**src/rtl/fib_iter.sv**
```systemverilog
module fib_iter #(
  parameter int IDX_W = 5,
  parameter int VAL_W = 16
) (
  input  logic             clk,
  input  logic             rst_n,
  input  logic [IDX_W-1:0] idx,
  input  logic             start,
  output logic [VAL_W-1:0] result,
  output logic             done
);
  typedef enum logic {ST_IDLE = 1'b0, ST_RUN = 1'b1} st_t;

  localparam logic [IDX_W-1:0] CNT_ONE = IDX_W'(1);
  localparam logic [VAL_W-1:0] VAL_ONE = VAL_W'(1);

  st_t              st;
  logic [IDX_W-1:0] cnt;
  logic [VAL_W-1:0] cur, prv;
  logic             last;

  assign last   = (cnt <= CNT_ONE);
  assign done   = (st == ST_RUN) && last;
  assign result = cur;

  always_ff @(posedge clk or negedge rst_n) begin
    if (!rst_n) begin
      st  <= ST_IDLE;
      cnt <= '0;
      cur <= '0;
      prv <= '0;
    end else begin
      case (st)
        ST_IDLE: if (start) begin
          cnt <= idx;
          cur <= VAL_ONE;
          prv <= '0;
          st  <= ST_RUN;
        end
        ST_RUN: if (!last) begin
          cnt <= cnt - CNT_ONE;
          cur <= cur + prv;
          prv <= cur;
        end else begin
          st <= ST_IDLE;
        end
        default: st <= ST_IDLE;
      endcase
    end
  end


  done_single_chk: assert property (@(posedge clk) disable iff (!rst_n)
    done |=> !done);


  done_then_idle_chk: assert property (@(posedge clk) disable iff (!rst_n)
    done |=> st == ST_IDLE);


  accept_chk: assert property (@(posedge clk) disable iff (!rst_n)
    (st == ST_IDLE && start) |=> (st == ST_RUN && result == VAL_ONE));


  busy_hold_chk: assert property (@(posedge clk) disable iff (!rst_n)
    (st == ST_RUN && !done) |=> st == ST_RUN);


  idle_quiet_chk: assert property (@(posedge clk) disable iff (!rst_n)
    (st == ST_IDLE && !start) |=> !done);
endmodule

```
**config.mk**
```make
export PLATFORM = sky130hd
export DESIGN_NAME = fib_iter
export DESIGN_NICKNAME = d
export VERILOG_FILES = /design/src/rtl/fib_iter.sv
export SDC_FILE = /design/constraint.sdc
export NUM_CORES = 1
export LEC_CHECK = 0
export ABC_AREA = 1
export BUFFER_PORTS_ARGS = -buffer_cell sky130_fd_sc_hd__buf_2
export CORE_MARGIN = 3
export CORE_UTILIZATION = 45
export DETAILED_ROUTE_END_ITERATION = 12
export PLACE_DENSITY_LB_ADDON = 0.3
export SYNTH_ARGS = -nofsm -noshare
export SYNTH_HDL_FRONTEND = slang
export SYNTH_SLANG_ARGS = --single-unit
```
**constraint.sdc**
```tcl
create_clock -name clk -period 4.25 [get_ports clk]
set_input_delay 1.275 -clock clk [delete_from_list [all_inputs] [get_ports clk]]
set_output_delay 1.275 -clock clk [all_outputs]
set_load 0.01 [all_outputs]
```
Word level (Yosys, flattened, before mapping)
Cells that the tools add are included.
{ "word_totals": {"in_bits": 8, "out_inout_bits": 17, "register_bits": 38, "word_cells": 24} }
{ "op_classes": {"eq_ne": 2, "magnitude_cmp": 1, "bitwise": 1, "muxes": 12, "add_sub_neg": 2, "reduce_logical": 2} }
{ "op_table": {"columns": ["cell", "count"], "rows": [
  ["two-way mux 16 bit", 4],
  ["case mux 16 bit (2 select lines)", 2],
  ["adder 16 bit", 1],
  ["two-way mux 5 bit", 2],
  ["case mux 5 bit (2 select lines)", 1],
  ["less-or-equal comparator 5 x 1 -> 1 bit (second input constant)", 1],
  ["subtractor 5 x 1 -> 5 bit (second input constant)", 1],
  ["inequality test 2 bit (second input constant)", 2],
  ["two-way mux 1 bit", 2],
  ["case mux 1 bit (2 select lines)", 1],
  ["AND reduction 2 bit", 1],
  ["logical AND 1 bit", 1],
  ["NOT 1 bit", 1]
]} }

Depth between registers and ports, before layout
{ "depth": {"word_depth": 3, "depth_mapped": 11} }

Least setup slack after synthesis
OpenSTA, ideal clock, no wires.
{ "synth_timing": {"path_type": "flip-flop to output port", "startpoint": "register cnt[1]", "endpoint": "output port done", "path_stages_with_launch": 7, "path_buffers": 0, "slack_ns": 2.049, "required_ns": 2.975, "t_arrival_ns": 0.926, "path_cell_list": "dfrtp_1 -> inv_1 -> ha_1 -> nand3b_1 -> nand2_2 -> nand2_2 -> inv_1"} }
{ "synth_via": {"elab_chain_cells": 2} }
{ "synth_lines": {"columns": ["item", "line_no", "text"], "rows": [
  ["from (decl)", "18", "logic [IDX_W-1:0] cnt;"],
  ["from (signal assigned)", "35", "cnt <= idx;"],
  ["from (signal assigned)", "41", "cnt <= cnt - CNT_ONE;"],
  ["less-or-equal comparator 5 x 1 -> 1 bit", "22", "assign last = (cnt <= CNT_ONE);"],
  ["logical AND 1 bit", "23", "assign done = (st == ST_RUN) && last;"],
  ["to (decl)", "10", "output logic done"]
]} }
Every way passes these cells.

Final worst setup path
Same ends and word-level chain as after synthesis.

==> results.yml <==
run_status:
  status: "completed"
cts:
  h-tree-depth: 2
  postCtsSetupBuffers: 0
  cts_root_buf: "clkbuf_8"
  cts_sinks: 38
  cts_hold_buf: 0
  cts_resized: 0
  clock_latency_ns: 0.29
  cts_tree: "built"
  cts_buffers: 5
  clk_pin_slew_worst_paths_ns: 0.07
  clockBufferDepth: 2
floorplan:
  die-height_um: 81.1
  dieArea_sq_um: 6580
  die_w_um: 81.1
  core_sq_um: 5270
  io-pin-count: 25
  initial_core_util_pct: 48.2
  rows: 26
timing:
  setup_viol: 0
  post-route-period-util_pct: 62.7
  drv_slew: 0
  setup_tns_ns: 0
  finalCriticalPeriod_ns: 2.66
  worst_pin_slew_ns: 0.904
  setup_ws_ns: 1.59
  finClkSkew_ns: 0.00394
  max_freq_mhz: 376
  final-hold-violation-count: 0
  rsz0062_at_grt: "no"
  slew-limit-headroom_pct: 39.7
grt:
  grt_pass1_vias: 2086
  grt_max_degree: 39
  grt_antenna_before_repair: 0
  overflow: 0
  grt_pass1_wl_um: 9360
  grt_usage_pct: 18.3
synth:
  synth_top_cells_by_area: "dfrtp_1, nand2_1, ha_1"
  syn-instance-count: 337
  yosysSeqAreaShare_pct: 37.4
  ys_warn_count: 0
  synth-xor-area-share_pct: 2.07
  post_synth_and_or_nand_nor_area_fraction_pct: 28.5
  synth_adder_area_share_pct: 9.16
  synth_commonest_cells: "nand2_1, inv_1, dfrtp_1, nand3_1, nor2_1"
  synth_top_area_share_pct: 37.4
  syn_area_sq_um: 2540
  synth_nets: 363
  synth_edf_count: 0
  synth_compound_area_share_pct: 11.9
  synthDistinctLibCells: 28
  synthMuxAreaShare_pct: 0
  ys_seq_elements: 38
  synth.largest_area_cell: "dfrtp_1"
  synth_ff_type: "dfrtp_1"
  synth_top_family_by_area: "simple AND/OR/NAND/NOR gates"
  syn_avg_cell_area_sq_um: 7.54
  synthArstFlopShare_pct: 100
  synth_most_common_cell: "nand2_1"
placement:
  io_buffers: 24
  post-place-ws_ns: 1.67
  dp_hpwl_um: 3790
  routabilityCongestion: 0.807
setup_path:
  max_stage_delay_ns: 0.39
  endpoint_kind: "primary output"
  crit_required_ns: 2.97
  cp.arrival_ns: 1.39
  critPathSlowestCell: "dfrtp_1"
  path_cells: "inv_1 > ha_1 > nand3b_1 > nand2_2 > nand2_2 > inv_1 > buf_2"
  path_class: "flop to primary output"
  crit_buf_inv: 3
  cp_top_family: "flip-flops"
  cp_max_fo: 3
  critPathLaunchType: "flop"
route:
  drt-pass1-iter-count: 4
  ant_nets: 0
  vias: 2126
  drc: 0
  wire_per_inst_um: 11.8
  vias_per_cell: 4.92
  drtIter0Drc: 156
  finalWirelength_um: 5100
cells_and_area:
  syn_to_final_growth_pct: 9.66
  drive_gt1_share_pct: 14.1
  nNetsFinal: 387
  n_antenna_cell: 0
run:
  drv_cap: 0
min_path:
  hp-class: "flop to flop"
[metrics by stage]
step                      std cells  hold WS [ns]  utilization [%]  instance area, sq um
after floorplan                 337         0.457                -                  2540
after global placement          424         0.476             50.8                  2680
after detailed placement        424         0.486             50.8                  2680
after CTS                       432         0.504             52.8                  2790
after global routing            432         0.529             52.8                  2790
final                           432         0.498             52.8                  2790
[layout make-up]
type	instances	area (sq um)
fillers	535	2480
multi-input cells	239	1310
flip-flops and latches	38	951
inverters	53	204
repair buffers	24	120
clock buffers	8	110
well taps	70	87.6
[worst paths after layout]
check | endpoint | startpoint | slack (ns) | cells past startpoint
max in group asynchronous | result[14]$_DFFE_PN0P_ | rst_n | 2.63 | 1
min in group asynchronous | prv[3]$_DFFE_PN0P_ | rst_n | 1.08 | 1
worst max-delay path | done | cnt[1]$_DFFE_PN0P_ | 1.59 | 7
worst max register to register | result[0]$_DFFE_PN0P_ | st$_DFF_PN0_ | 1.86 | 5
worst min-delay path | prv[2]$_DFFE_PN0P_ | prv[2]$_DFFE_PN0P_ | 0.50 | 2
worst min register to register | prv[2]$_DFFE_PN0P_ | prv[2]$_DFFE_PN0P_ | 0.50 | 2
[per-layer routing]
layer	vias up	wire length (um)	track usage (%)
met1	977	2420	24.5
li1	1108	-	-
met4	0	72	6.25
met3	6	252	4.55
met2	35	2360	28.9
met5	-	0	0
[worst min-delay path, delay by kind of cell, from the launching register on]
kind	cells	cell delay [ns]
and+or+nand+nor	1	0.05
AOI/OAI and AO/OA	1	0.06
DFF	1	0.35
[placed cells by master, fill, tap and decap left out, types with 2 or more instances in the layout]
cell	Yosys	final
clkbuf_8	0	8
nor2_2	3	3
buf_2	1	24
a21oi_1	8	8
inv_1	52	52
nand3b_1	4	4
nor3_1	3	3
nand3_1	19	19
o22ai_2	7	7
nand2_1	120	120
o21ai_0	12	12
nor2_1	19	19
xor2_1	5	5
dfrtp_1	38	38
ha_1	17	17
o211ai_1	2	2
nand2_2	5	5
a22o_1	8	8
[sequential cells by signal, indices dropped and copies added (netlist names)]
register,flops
st,1
cnt,5
prv,16
result,16
[kinds of logic after synthesis]
| group | after synthesis |
|---|---|
| simple gates | 175 |
| fa+ha+maj | 18 |
| compound gates | 40 |
| xor+xnor | 6 |
| flops | 38 |
| buf+inv | 60 |
Power is left out: the tool's default activity adds up to more than one toggle a clock period on the data nets, which glitch-free logic cannot reach.
